### config.mk
export PLATFORM = sky130hd
export DESIGN_NAME = hs_ctrl
export DESIGN_NICKNAME = d
export VERILOG_FILES = /design/src/rtl/hs_pkg.sv /design/src/rtl/hs_sync.sv /design/src/rtl/hs_rule_mon.sv /design/src/rtl/hs_seq.sv /design/src/rtl/hs_ctrl.sv
export SDC_FILE = /design/constraint.sdc
export NUM_CORES = 1
export LEC_CHECK = 0
export BUFFER_PORTS_ARGS = -buffer_cell sky130_fd_sc_hd__clkbuf_2
export CORE_ASPECT_RATIO = 0.8
export CORE_MARGIN = 2
export CORE_UTILIZATION = 56
export CTS_CLUSTER_SIZE = 14
export DETAILED_ROUTE_END_ITERATION = 6
export PLACE_DENSITY = 0.76
export REMOVE_ABC_BUFFERS = 1
export SLEW_MARGIN = 25
export SYNTH_ARGS = -nofsm -noshare
export SYNTH_HDL_FRONTEND = slang
export SYNTH_SLANG_ARGS = --single-unit
export TNS_END_PERCENT = 30
### constraint.sdc
create_clock -name clk -period 2.9 [get_ports clk]
set_clock_uncertainty 0.2 [all_clocks]
set_input_delay 0.29 -clock clk [delete_from_list [all_inputs] [get_ports clk]]
set_output_delay 0.29 -clock clk [all_outputs]
set_load 0.01 [all_outputs]
### src/rtl/hs_pkg.sv
package hs_pkg;

    typedef enum logic [3:0] {
        ST_IDLE,
        ST_RD_REQ,
        ST_RD_XEN,
        ST_RD_ACK,
        ST_RD_XOFF,
        ST_RD_REQOFF,
        ST_RD_FIN,
        ST_WR_XEN,
        ST_WR_REQ,
        ST_WR_XOFF,
        ST_WR_ACK,
        ST_WR_SET,
        ST_WR_ACKOFF,
        ST_WR_DONE
    } hs_state_e;

    typedef struct packed {
        logic rd;
        logic wr;
        logic dack;
    } hs_in_t;

    typedef struct packed {
        logic req;
        logic xen;
        logic ack;
    } hs_out_t;

    localparam int HS_IN_W = $bits(hs_in_t);

    function automatic hs_out_t drive_of(hs_state_e s);
        hs_out_t o;
        o = '0;
        case (s)
            ST_RD_REQ:    o = '{req: 1'b1, xen: 1'b0, ack: 1'b0};
            ST_RD_XEN:    o = '{req: 1'b1, xen: 1'b1, ack: 1'b0};
            ST_RD_ACK:    o = '{req: 1'b1, xen: 1'b1, ack: 1'b1};
            ST_RD_XOFF:   o = '{req: 1'b1, xen: 1'b0, ack: 1'b1};
            ST_RD_REQOFF: o = '{req: 1'b0, xen: 1'b0, ack: 1'b1};
            ST_RD_FIN:    o = '{req: 1'b0, xen: 1'b0, ack: 1'b1};
            ST_WR_XEN:    o = '{req: 1'b0, xen: 1'b1, ack: 1'b0};
            ST_WR_REQ:    o = '{req: 1'b1, xen: 1'b1, ack: 1'b0};
            ST_WR_XOFF:   o = '{req: 1'b1, xen: 1'b0, ack: 1'b0};
            ST_WR_ACK:    o = '{req: 1'b1, xen: 1'b0, ack: 1'b1};
            ST_WR_SET:    o = '{req: 1'b1, xen: 1'b0, ack: 1'b1};
            ST_WR_ACKOFF: o = '{req: 1'b1, xen: 1'b0, ack: 1'b0};
            default:      o = '0;
        endcase
        return o;
    endfunction

    function automatic logic went_up(logic now_v, logic before_v);
        return now_v & ~before_v;
    endfunction

    function automatic logic went_down(logic now_v, logic before_v);
        return ~now_v & before_v;
    endfunction

endpackage

### src/rtl/hs_sync.sv
module hs_sync #(
    parameter int WIDTH  = 3,
    parameter int STAGES = 2
) (
    input  logic             clk,
    input  logic             rst,
    input  logic [WIDTH-1:0] d_i,
    output logic [WIDTH-1:0] q_o
);
    // STAGES must be at least 2
    generate
        for (genvar b = 0; b < WIDTH; b++) begin : g_bit
            logic [STAGES-1:0] chain;
            always_ff @(posedge clk) begin
                if (rst) chain <= '0;
                else     chain <= {chain[STAGES-2:0], d_i[b]};
            end
            assign q_o[b] = chain[STAGES-1];
        end
    endgenerate
endmodule

### src/rtl/hs_rule_mon.sv
module hs_rule_mon
    import hs_pkg::*;
(
    input  logic    clk,
    input  logic    rst,
    input  hs_in_t  now_i,
    input  hs_out_t drv_i,
    output logic    bad_o,
    output logic    err_o
);
    hs_in_t prev_q;
    logic   err_q;
    logic   strobe_up, strobe_dn, dack_up, dack_dn;

    always_comb begin
        strobe_up = went_up(now_i.rd, prev_q.rd)   | went_up(now_i.wr, prev_q.wr);
        strobe_dn = went_down(now_i.rd, prev_q.rd) | went_down(now_i.wr, prev_q.wr);
        dack_up   = went_up(now_i.dack, prev_q.dack);
        dack_dn   = went_down(now_i.dack, prev_q.dack);
        bad_o     = (now_i.rd & now_i.wr)
                  | (strobe_up & drv_i.ack)
                  | (strobe_dn & ~drv_i.ack)
                  | (dack_up & ~drv_i.req)
                  | (dack_dn & drv_i.req);
    end

    always_ff @(posedge clk) begin
        if (rst) begin
            prev_q <= '0;
            err_q  <= 1'b0;
        end else begin
            prev_q <= now_i;
            err_q  <= err_q | bad_o;
        end
    end

    assign err_o = err_q;
endmodule

### src/rtl/hs_seq.sv
module hs_seq
    import hs_pkg::*;
(
    input  logic    clk,
    input  logic    rst,
    input  hs_in_t  now_i,
    input  logic    hold_i,
    output hs_out_t drv_o,
    output logic    phase_o
);
    hs_state_e st_q, st_d;
    logic      ph_q, ph_d;

    always_comb begin
        st_d = st_q;
        ph_d = ph_q;
        if (!hold_i) begin
            case (st_q)
                ST_IDLE: begin
                    if (now_i.rd) begin
                        if (ph_q)             ph_d = 1'b0;
                        else if (!now_i.dack) st_d = ST_RD_REQ;
                    end else if (now_i.wr) begin
                        st_d = ST_WR_XEN;
                    end
                end
                ST_RD_REQ:    if (now_i.dack) st_d = ST_RD_XEN;
                ST_RD_XEN:    st_d = ST_RD_ACK;
                ST_RD_ACK:    if (!now_i.rd) st_d = ST_RD_XOFF;
                ST_RD_XOFF:   st_d = ST_RD_REQOFF;
                ST_RD_REQOFF: begin
                    if (!now_i.dack) begin
                        ph_d = 1'b1;
                        st_d = ST_RD_FIN;
                    end
                end
                ST_RD_FIN:    st_d = ST_IDLE;
                ST_WR_XEN:    if (!now_i.dack) st_d = ST_WR_REQ;
                ST_WR_REQ: begin
                    if (now_i.dack) begin
                        if (ph_q) ph_d = 1'b0;
                        else      st_d = ST_WR_XOFF;
                    end
                end
                ST_WR_XOFF:   st_d = ST_WR_ACK;
                ST_WR_ACK: begin
                    if (!now_i.wr) begin
                        ph_d = 1'b1;
                        st_d = ST_WR_SET;
                    end
                end
                ST_WR_SET:    st_d = ST_WR_ACKOFF;
                ST_WR_ACKOFF: st_d = ST_WR_DONE;
                ST_WR_DONE:   if (!now_i.dack) st_d = ST_IDLE;
                default:      st_d = ST_IDLE;
            endcase
        end
    end

    always_ff @(posedge clk) begin
        if (rst) begin
            st_q <= ST_IDLE;
            ph_q <= 1'b0;
        end else begin
            st_q <= st_d;
            ph_q <= ph_d;
        end
    end

    assign drv_o   = drive_of(st_q);
    assign phase_o = ph_q;
endmodule

### src/rtl/hs_ctrl.sv
module hs_ctrl
    import hs_pkg::*;
#(
    parameter int SYNC_STAGES = 2
) (
    input  logic clk,
    input  logic rst,
    input  logic rd_strobe_i,
    input  logic wr_strobe_i,
    input  logic dev_ack_i,
    output logic dev_req_o,
    output logic xcvr_en_o,
    output logic bus_ack_o,
    output logic proto_err_o
);
    logic [HS_IN_W-1:0] raw_in, syn_in;
    hs_in_t             in_s;
    hs_out_t            drv;
    logic               bad, err, phase_bit;

    assign raw_in = {rd_strobe_i, wr_strobe_i, dev_ack_i};
    assign in_s   = hs_in_t'(syn_in);

    hs_sync #(.WIDTH(HS_IN_W), .STAGES(SYNC_STAGES)) u_sync (
        .clk (clk),
        .rst (rst),
        .d_i (raw_in),
        .q_o (syn_in)
    );

    hs_rule_mon u_mon (
        .clk   (clk),
        .rst   (rst),
        .now_i (in_s),
        .drv_i (drv),
        .bad_o (bad),
        .err_o (err)
    );

    hs_seq u_seq (
        .clk     (clk),
        .rst     (rst),
        .now_i   (in_s),
        .hold_i  (err | bad),
        .drv_o   (drv),
        .phase_o (phase_bit)
    );

    assign dev_req_o   = drv.req;
    assign xcvr_en_o   = drv.xen;
    assign bus_ack_o   = drv.ack;
    assign proto_err_o = err;

    logic unused_phase;
    assign unused_phase = phase_bit;
endmodule

==> results of run 1 <==
## cell families (layout without fill, tap and decap cells)
kind of cell / after synthesis / in the layout / synth area share [%]
xor gates and xnor gates: 2 / 2 / 1.89
buffers and inverters: 10 / 24 / 4.60
AOI/OAI and AO/OA: 27 / 27 / 23.5
muxes: 3 / 3 / 3.25
and+or+nand+nor: 46 / 46 / 27.7
DFF: 18 / 18 / 39.0
## flip-flops by register name (all words and copies together), names as in the netlist
signal and count:
u_mon.err_o 1, u_mon.prev_q 3, u_seq.drv_o 3, u_seq.phase_o 1
u_seq.st_q 4, u_sync.g_bit.chain 6
## metrics by stage
step	power, mW	hold WS (ps)	cells	setup slack (ps)
after floorplan	0.730	157	101	390
after global placement	0.870	225	135	273
after detailed placement	0.881	229	135	174
after CTS	1.04	151	142	163
after global routing	1.14	173	142	45.0
final	1.07	160	142	183
## cell usage in the layout (no fill, tap or decap), types with 2 or more instances in the layout
master and count:
clkbuf_4 3, o221ai_1 2, dlygate4sd3_1 3, buf_4 4, nand2_1 11, or2_1 2
nor2_1 7, and3_1 3, a21o_1 2, clkbuf_2 8, nor2b_1 9, nor3_1 3
nand2b_1 2, inv_1 4, a311oi_1 2, o21ai_0 5, o21a_1 2, mux2i_1 2
dfxtp_1 18, and2_1 2, a21oi_1 3
## final timing paths
check | slack, ps | cells past startpoint | endpoint
setup / recovery | 180 | 7 | u_seq.drv_o[0]
hold / removal | 160 | 2 | u_mon.prev_q[2]
setup reg to reg | 180 | 7 | u_seq.drv_o[0]
hold reg to reg | 250 | 1 | u_sync.g_bit[2].chain[1]
## worst reg2reg max path: stages (launching register included)
cell       delay, ps
dfxtp_1          420
inv_2            100
a221o_1          370
a2111oi_4        510
and4bb_4         350
mux2i_2          320
nor2_1            90
a32o_1           270
## cell usage after synthesis, types with 2 or more instances
cell / count
or2_1: 2
o221ai_1: 2
buf_2: 4
nor3_1: 3
nand2b_1: 2
nand2_1: 11
o21ai_0: 5
mux2i_1: 3
and2_1: 2
o21a_1: 2
nor2b_1: 9
inv_1: 4
and3_1: 3
a21o_1: 2
a311oi_1: 2
nor2_1: 7
a21oi_1: 3
dfxtp_1: 18
## layout make-up
type	count	share of cell area, %
timing repair buffer	15	9.37
multi-input combinational	78	49.2
clock buffer	4	3.40
tap	22	2.58
sequential	18	33.7
inverter	5	1.76
## where the power goes
group | leakage (nW) | switching, mW | total [mW] | internal (mW)
Sequential | 0.148 | 0.0726 | 0.369 | 0.296
Clock | 0.0210 | 0.0844 | 0.161 | 0.0769
Combinational | 0.282 | 0.279 | 0.536 | 0.257
Total | 0.451 | 0.436 | 1.07 | 0.630
## per-layer routing
layer	up-vias	GRT usage (%)	share of wire, %
met5	-	0	0
met4	0	15.3	3.0
met3	6	6.72	4.2
met2	22	44.3	47
met1	396	29.0	46
li1	407	-	-
## repair_timing
action | in CTS | in global routing
buffers inserted | 0 | 0
endpoints found under the hold margin | 3 | 0
hold buffers | 3 | 0
resized for setup | 0 | 1
endpoints found under the setup margin | 0 | 1
==> key figures, run 1 <==
Worst setup path
  • RR Startpoint: u_sync.g_bit[2].chain[1]
  • CP top delay family: compound AO/OA/AOI/OAI gates
  • Bufs and invs on worst path: 1
  • Slowest cell on crit path: a2111oi_4
  • WS Path Type: register to register
  • Worst EP arrival: 2730 ps
  • Max FO, Critical Path: 7
  • Crit path launch type: register
  • Crit path cell chain: inv_2, a221o_1, a2111oi_4, and4bb_4, mux2i_2, nor2_1, a32o_1
  • Req. time, crit path: 2910 ps
  • Max incr delay on CP: 510 ps
  • Crit end category: register
  • Critical path origin: u_sync.g_bit[2].chain[1]

Detailed routing
  • Post-DRT Antenna Nets: 0
  • Via density: 5.85
  • Pre-Repair DR Iteration Count: 4
  • DRC: 0
  • DRT iter0 DRCs: 18
  • Drt total wl: 2130 um
  • Total number of vias: 831
  • Post-DR wirelength/cell: 15.0 um

Timing
  • Worst Tran Pin Value: 582 ps
  • Max Clock Freq: 0.368 GHz
  • Period minus WS final: 2720 ps
  • RSZ-0062 raised after global routing: no
  • Rel. slew slack: 61.1%
  • Max-slew violations: 0
  • Final period utilization: 93.7%
  • TNS Setup: 0 ps
  • # setup viols final: 0
  • Final Hold Viols: 0

Clocking
  • CTS root buf: clkbuf_4
  • Num CTS Buffers: 3
  • Skew-Pair Late Insertion Delay: 310 ps
  • Clock Path Buffers: 2
  • CTS tree: built
  • CTS clk-pin slew, worst paths: 100 ps
  • H-tree levels: 1
  • Sink Count: 18

Flow run
  • Maxcap violations: 0

Yosys
  • YS warnings: 0
  • Asr flop ratio synth: 0%
  • Syn_area_per_cell: 8.72 um^2
  • Yosys top cell area share: 39.0%
  • Number of flops mapped to enable cells by yosys: 0
  • Leading area contributor after synthesis: dfxtp_1
  • Synth cell types: 40
  • Seq/Total Area, Yosys: 39.0%
  • Post-Synthesis Cells: 106
  • Main synth FF type: dfxtp_1
  • Synth top area cells: dfxtp_1 39%, nor2b_1 6.1%, nand2_1 4.5%, mux2i_1 3.2%, a2111oi_4 3.0%
  • Synth Cell Area: 925 um^2
  • Yosys reg bits: 18

Placed design
  • Dpl hpwl: 1520 um
  • Global placer's final weighted congestion: 0.956
  • Placement Cell Area: 998 um^2
  • Buffers on Ports: 8

Floorplan
  • IO Count: 9
  • Die Area: 1990 um^2
  • Initial Util: 58.0%
  • Core area: 1590 um^2
  • DIE WIDTH: 49.4 um
  • Die H: 40.3 um
  • Row count: 13

Pwr
  • Pleak: 0.451 nW
  • IR Drop Worst-Case VDD: 0.000624 V
  • Power density cells: 998 nW/um^2

Worst hold path
  • Beginning of the worst hold path: rst
  • Worst Hold Class: primary input to register

Layout
  • Multi-input gate area: 526 um^2
  • Area delta synth->final: 15.6%
  • Diodes inserted: 0
  • Nets@finish: 126
  • Sequential cell area: 360 um^2
  • Filler instances: 152
  • Share of cells above drive strength 1: 17.5%
  • Final Instance Area: 1070 um^2
  • Util after Layout: 67.0%

GRT
  • GR Overflow Total: 0
  • Largest net degree at the start of global routing: 18
  • Initial antenna violation count: 0
  • First-pass GRT wire length: 3490 um
  • All-Layer GR Usage: 25.2%
  • Vias in the first global route: 749

Status
  • Outcome: complete, no violations
Power figures use the tool's default switching activity.
==> inputs of run 2 (changes only) <==
--- a/config.mk
+++ b/config.mk
@@ -6,13 +6,14 @@
 export NUM_CORES = 1
 export LEC_CHECK = 0
 export BUFFER_PORTS_ARGS = -buffer_cell sky130_fd_sc_hd__clkbuf_2
+export CELL_PAD_IN_SITES_DETAIL_PLACEMENT = 1
+export CELL_PAD_IN_SITES_GLOBAL_PLACEMENT = 1
 export CORE_ASPECT_RATIO = 0.8
 export CORE_MARGIN = 2
-export CORE_UTILIZATION = 56
+export CORE_UTILIZATION = 42
 export CTS_CLUSTER_SIZE = 14
 export DETAILED_ROUTE_END_ITERATION = 6
-export PLACE_DENSITY = 0.76
-export REMOVE_ABC_BUFFERS = 1
+export PLACE_DENSITY_LB_ADDON = 0.1
 export SLEW_MARGIN = 25
 export SYNTH_ARGS = -nofsm -noshare
 export SYNTH_HDL_FRONTEND = slang
==> run 2 against run 1 <==
Global-route usage shrank 4.0 points; critical path depth increased by 1; count of clock-buffer cells in the layout is the same; clock power barely moved; first-iteration DRC count shrank 17%; worst hold slack worse by 150 ps; setup slack worse by 79 ps; sequential share of layout area decreased by 0.77 points; non-clock buffer count grew 2; combinational power is 7.8% higher; power is 2.8% higher; highest routed layer unchanged.
==> key figures, run 2 (synthesized netlist as in run 1, its figures left out) <==
Worst setup path
  • Crit path launch type: register
  • Worst EP arrival: 2790 ps
  • Crit end category: register
  • Flop2flop setup slack: 100 ps
  • RR Startpoint: u_seq.st_q[1]
  • Req. time, crit path: 2890 ps
  • Max FO, Critical Path: 10
  • WS Path Type: register to register
  • Worst r2r path cells: 8
  • FF-to-FF End: u_seq.drv_o[0]

Clocking
  • CTS tree: built
  • Sink Count: 18
  • Skew-Pair Late Insertion Delay: 300 ps
  • Clock Path Buffers: 2
  • Num CTS Buffers: 3
  • H-tree levels: 1
  • CTS root buf: clkbuf_4
  • CTS clk-pin slew, worst paths: 110 ps
  • Resized Gates After CTS: 0

Floorplan
  • Die H: 46.0 um
  • Row count: 15
  • Core area: 2120 um^2
  • DIE WIDTH: 56.5 um
  • Initial Util: 43.6%
  • IO Count: 9
  • Die Area: 2600 um^2

Detailed routing
  • Detailed-route wire length on metal 1: 1280 um
  • DRT iter0 DRCs: 15
  • Metal3 WL: 91 um
  • Uppermost routed layer: met4
  • Post-DR wirelength/cell: 16.9 um
  • Post-DRT Antenna Nets: 0
  • Pre-Repair DR Iteration Count: 4
  • Via density: 5.64
  • Met2 WL: 1090 um
  • DRC: 0
  • Drt total wl: 2480 um
  • Total number of vias: 829

Timing
  • # setup viols final: 0
  • Period minus WS final: 2800 ps
  • RSZ-0062 raised after global routing: no
  • Rel. slew slack: 66.0%
  • TNS Setup: 0 ps
  • Max Clock Freq: 0.358 GHz
  • Max-slew violations: 0
  • Final Hold Viols: 0
  • Min Hold Slack: 11.2 ps
  • Final period utilization: 96.4%
  • Worst Tran Pin Value: 506 ps

Layout
  • Largest register FFs: 6
  • Most common cell after layout, fill and taps aside: dfxtp_1
  • Area delta synth->final: 18.3%
  • Most frequent cells in the layout: 18 x dfxtp_1, 11 x nand2_1, 9 x nor2b_1
  • Filler instances: 249
  • Multi-input gate area: 522 um^2
  • Diodes inserted: 0
  • Reg with most FFs: u_sync.g_bit.chain
  • Share of cells above drive strength 1: 18.9%
  • Regs by FF count: u_sync.g_bit.chain x6, u_seq.st_q x4
  • Nets@finish: 128
  • Sequential cell area: 360 um^2

Yosys
  • Net count after synthesis: 111

Worst hold path
  • WHS Path Cells: 2
  • Worst Hold Class: primary input to register
  • Beginning of the worst hold path: dev_ack_i
  • Hold endpoint: u_sync.g_bit[0].chain[0]

Flow run
  • Maxcap violations: 0

Pwr
  • Pleak: 0.467 nW
  • Total power: 1.10 mW
  • Power density cells: 1000 nW/um^2
  • IR Drop Worst-Case VDD: 0.000443 V

GRT
  • All-Layer GR Usage: 21.2%
  • Vias in the first global route: 813
  • GR Overflow Total: 0
  • Largest net degree at the start of global routing: 18
  • First-pass GRT wire length: 4020 um
  • Initial antenna violation count: 0

Placed design
  • Buffers on Ports: 8
  • Global placer's final weighted congestion: 0.805
  • Dpl hpwl: 1780 um

Status
  • Outcome: complete, no violations
## run 2: cell types whose count changed in the layout (fill, tap and decap cells not counted), sizes merged
cell and delta:
buf +3, dlygate4sd3 -1
## run 2: metal layers
metal  up-vias  track usage [%]
met4         0             5.71
li1        411                -
met2        23             32.3
met1       393             30.1
met5         -                0
met3         2             5.11
## run 2: worst max-delay path, stage by stage, from the launching register on
cell and delay (ps):
dfxtp_1 380, buf_12 160, or2_1 240, o211a_1 240, nor4_1 450, and4bb_4 330
mux2i_1 320, nor2_1 100, a32o_1 270
## run 2: final cells by class
cell class / instances / share of cell area [%]
clock buffers: 4 / 3.32
inverters: 5 / 1.72
multi-input cells: 78 / 47.7
flip-flops and latches: 18 / 33.0
well taps: 25 / 2.86
repair buffers: 17 / 11.4
## run 2: what timing repair did
item / CTS / global route
endpoints found under the setup margin: 0 / 3
hold endpoints to repair: 2 / 0
buffers inserted: 0 / 1
hold buffers: 2 / 0
## run 2: through the flow
stage	area (um^2)	std cells	setup WS, ps	util [%]
floorplan	925	106	390	-
global placement	1030	140	123	48.6
detailed placement	1030	140	65.4	48.6
CTS	1090	146	50.0	51.2
global route	1090	147	19.7	51.6
finish	1090	147	104	51.6
## run 2: worst max-delay path by stage
stage	depth (start not counted)	from	slack [ps]	end
6_report	8	u_seq.st_q[1]	100	u_seq.drv_o[0]
5_1_grt	8	u_seq.st_q[1]	20	u_seq.drv_o[0]
4_1_cts	7	u_sync.g_bit[2].chain[1]	50	u_seq.drv_o[0]
3_5_place_dp	7	u_sync.g_bit[2].chain[1]	70	u_seq.drv_o[0]
3_3_place_gp	7	u_sync.g_bit[2].chain[1]	120	u_seq.drv_o[0]
2_1_floorplan	7	u_sync.g_bit[2].chain[1]	390	u_seq.drv_o[0]
## run 2: report_power, final
| group | total (mW) | internal [mW] | switching, mW |
|---|---|---|---|
| combinational | 0.578 | 0.273 | 0.305 |
| clock | 0.158 | 0.0765 | 0.0818 |
| sequential | 0.359 | 0.296 | 0.0633 |
==> inputs of run 3 (changes only) <==
--- a/config.mk
+++ b/config.mk
@@ -10,10 +10,12 @@
 export CELL_PAD_IN_SITES_GLOBAL_PLACEMENT = 1
 export CORE_ASPECT_RATIO = 0.8
 export CORE_MARGIN = 2
-export CORE_UTILIZATION = 42
+export CORE_UTILIZATION = 46
+export CTS_BUF_LIST = sky130_fd_sc_hd__clkbuf_4 sky130_fd_sc_hd__clkbuf_8 sky130_fd_sc_hd__clkbuf_16
 export CTS_CLUSTER_SIZE = 14
 export DETAILED_ROUTE_END_ITERATION = 6
 export PLACE_DENSITY_LB_ADDON = 0.1
+export REMOVE_ABC_BUFFERS = 1
 export SLEW_MARGIN = 25
 export SYNTH_ARGS = -nofsm -noshare
 export SYNTH_HDL_FRONTEND = slang
==> constraint.sdc (replaced) <==
create_clock -name clk -period 3.3 [get_ports clk]
set_clock_uncertainty 0.2 [all_clocks]
set_input_delay 0.33 -clock clk [delete_from_list [all_inputs] [get_ports clk]]
set_output_delay 0.33 -clock clk [all_outputs]
set_load 0.01 [all_outputs]
==> run 3 against run 2 <==
Count of clock-buffer cells in the layout is the same; sequential power decreased by 3%; flip-flop and latch count unchanged; highest routed layer unchanged; non-clock buffer count is 9 lower; clock power shrank 13%; worst hold slack better by 18 ps; largest cell class unchanged; global-route usage rose by 0.94 points; register-to-register slack better by 420 ps; cell count down 6.8%.
==> key figures, run 3 (synthesized netlist as in run 1, its figures left out) <==
Placed design
  • Dpl hpwl: 1620 um
  • Placement Cell Area: 971 um^2
  • Global placer's final weighted congestion: 0.880
  • Buffers on Ports: 8
  • Place WS: 550 ps

Timing
  • Final Hold Viols: 0
  • Rel. slew slack: 61.1%
  • Max-slew violations: 0
  • TNS Setup: 0 ps
  • Final period utilization: 84.1%
  • Max Clock Freq: 0.360 GHz
  • RSZ-0062 raised after global routing: no
  • # setup viols final: 0
  • Post-route worst setup slack: 524 ps
  • Period minus WS final: 2780 ps
  • Worst Tran Pin Value: 582 ps

Worst setup path
  • CP top delay family: compound AO/OA/AOI/OAI gates
  • Worst EP arrival: 2770 ps
  • Crit path cell chain: inv_2, a221o_1, a2111oi_4, and4bb_4, mux2i_1, nor2_1, a32o_1
  • Bufs and invs on worst path: 1
  • Max FO, Critical Path: 7
  • Crit end category: register
  • Crit path launch type: register
  • Req. time, crit path: 3300 ps
  • Slowest cell on crit path: a2111oi_4
  • Max incr delay on CP: 530 ps
  • WS Path Type: register to register

Layout
  • Largest register FFs: 6
  • Util after Layout: 53.2%
  • Regs by FF count: u_sync.g_bit.chain x6, u_seq.st_q x4
  • Most frequent cells in the layout: 18 x dfxtp_1, 11 x nand2_1, 9 x nor2b_1
  • Most common cell after layout, fill and taps aside: dfxtp_1
  • Reg with most FFs: u_sync.g_bit.chain
  • Share of cells above drive strength 1: 14.2%
  • Area delta synth->final: 8.93%
  • Nets@finish: 119
  • Final Instance Area: 1010 um^2
  • Filler instances: 240
  • Diodes inserted: 0

GRT
  • Initial antenna violation count: 0
  • GR Overflow Total: 0
  • First-pass GRT wire length: 3800 um
  • Largest net degree at the start of global routing: 18
  • Vias in the first global route: 834
  • All-Layer GR Usage: 22.2%

Clocking
  • Sink Count: 18
  • Skew-Pair Late Insertion Delay: 300 ps
  • CTS tree: built
  • CTS clk-pin slew, worst paths: 110 ps
  • CTS root buf: clkbuf_4
  • Hold Buf Count CTS: 0
  • Post-CTS setup buffer count: 0
  • Num CTS Buffers: 3
  • Clock Path Buffers: 2
  • H-tree levels: 1
  • Resized Gates After CTS: 0

Floorplan
  • Die H: 44.1 um
  • Die Area: 2390 um^2
  • Core area: 1890 um^2
  • IO Count: 9
  • Initial Util: 48.9%
  • DIE WIDTH: 54.1 um
  • Row count: 14

Detailed routing
  • Drt total wl: 2180 um
  • Via density: 5.93
  • Post-DR wirelength/cell: 15.9 um
  • DRT iter0 DRCs: 10
  • Pre-Repair DR Iteration Count: 4
  • Post-DRT Antenna Nets: 0
  • DRC: 0
  • Total number of vias: 813

Pwr
  • IR Drop Worst-Case VDD: 0.000552 V
  • Total power: 888 uW
  • Pleak: 0.418 nW
  • Power density cells: 881 nW/um^2

Flow run
  • Maxcap violations: 0

Worst hold path
  • Worst Hold Class: primary input to register

Status
  • Outcome: complete, no violations
run 3: cell types whose count changed in the layout (fill, tap and decap cells not counted):
| cell | before | now |
|---|---|---|
| buf_4 | 6 | 0 |
| dlygate4sd3_1 | 2 | 0 |
| buf_12 | 1 | 0 |
run 3: final cells by class:
class / count / area, um^2 / area share, %
clock buffer: 4 / 36.3 / 3.60
sequential: 18 / 360 / 35.8
multi-input combinational: 78 / 522 / 51.8
inverter: 5 / 18.8 / 1.86
timing repair buffer: 8 / 40.0 / 3.98
tap: 24 / 30.0 / 2.98
run 3: worst register-to-register path, stage by stage (launching register included):
cell and delay [ps]:
dfxtp_1 420, inv_2 90, a221o_1 380, a2111oi_4 530, and4bb_4 340, mux2i_1 350, nor2_1 100, a32o_1 260
run 3: power breakdown:
group / leakage, nW / switching, mW / internal [mW]
logic: 0.249 / 0.209 / 0.194
registers: 0.148 / 0.0875 / 0.260
clock network: 0.0210 / 0.0700 / 0.0673
total: 0.418 / 0.366 / 0.522
run 3: per-layer routing:
metal | GRT usage (%) | vias up | part of all wire [%]
met2 | 34.2 | 12 | 46
met1 | 28.7 | 402 | 48
met5 | 0 | - | 0
li1 | - | 393 | -
met4 | 8.00 | 0 | 1.8
met3 | 7.43 | 6 | 3.6
run 3: worst paths after layout:
| check | startpoint | end | slack (ps) | cells past startpoint |
|---|---|---|---|---|
| min reg2reg | u_sync.g_bit[2].chain[0] | u_sync.g_bit[2].chain[1] | 240 | 1 |
| max reg2reg | u_sync.g_bit[2].chain[1] | u_seq.drv_o[0] | 520 | 7 |
| max | u_sync.g_bit[2].chain[1] | u_seq.drv_o[0] | 520 | 7 |
| min | wr_strobe_i | u_sync.g_bit[1].chain[0] | 30 | 2 |
run 3: through the flow:
step	hold WS, ps	std cells
floorplan	197	101
global placement	216	133
detailed placement	235	133
CTS	28.7	137
global route	21.8	137
finish	29.1	137
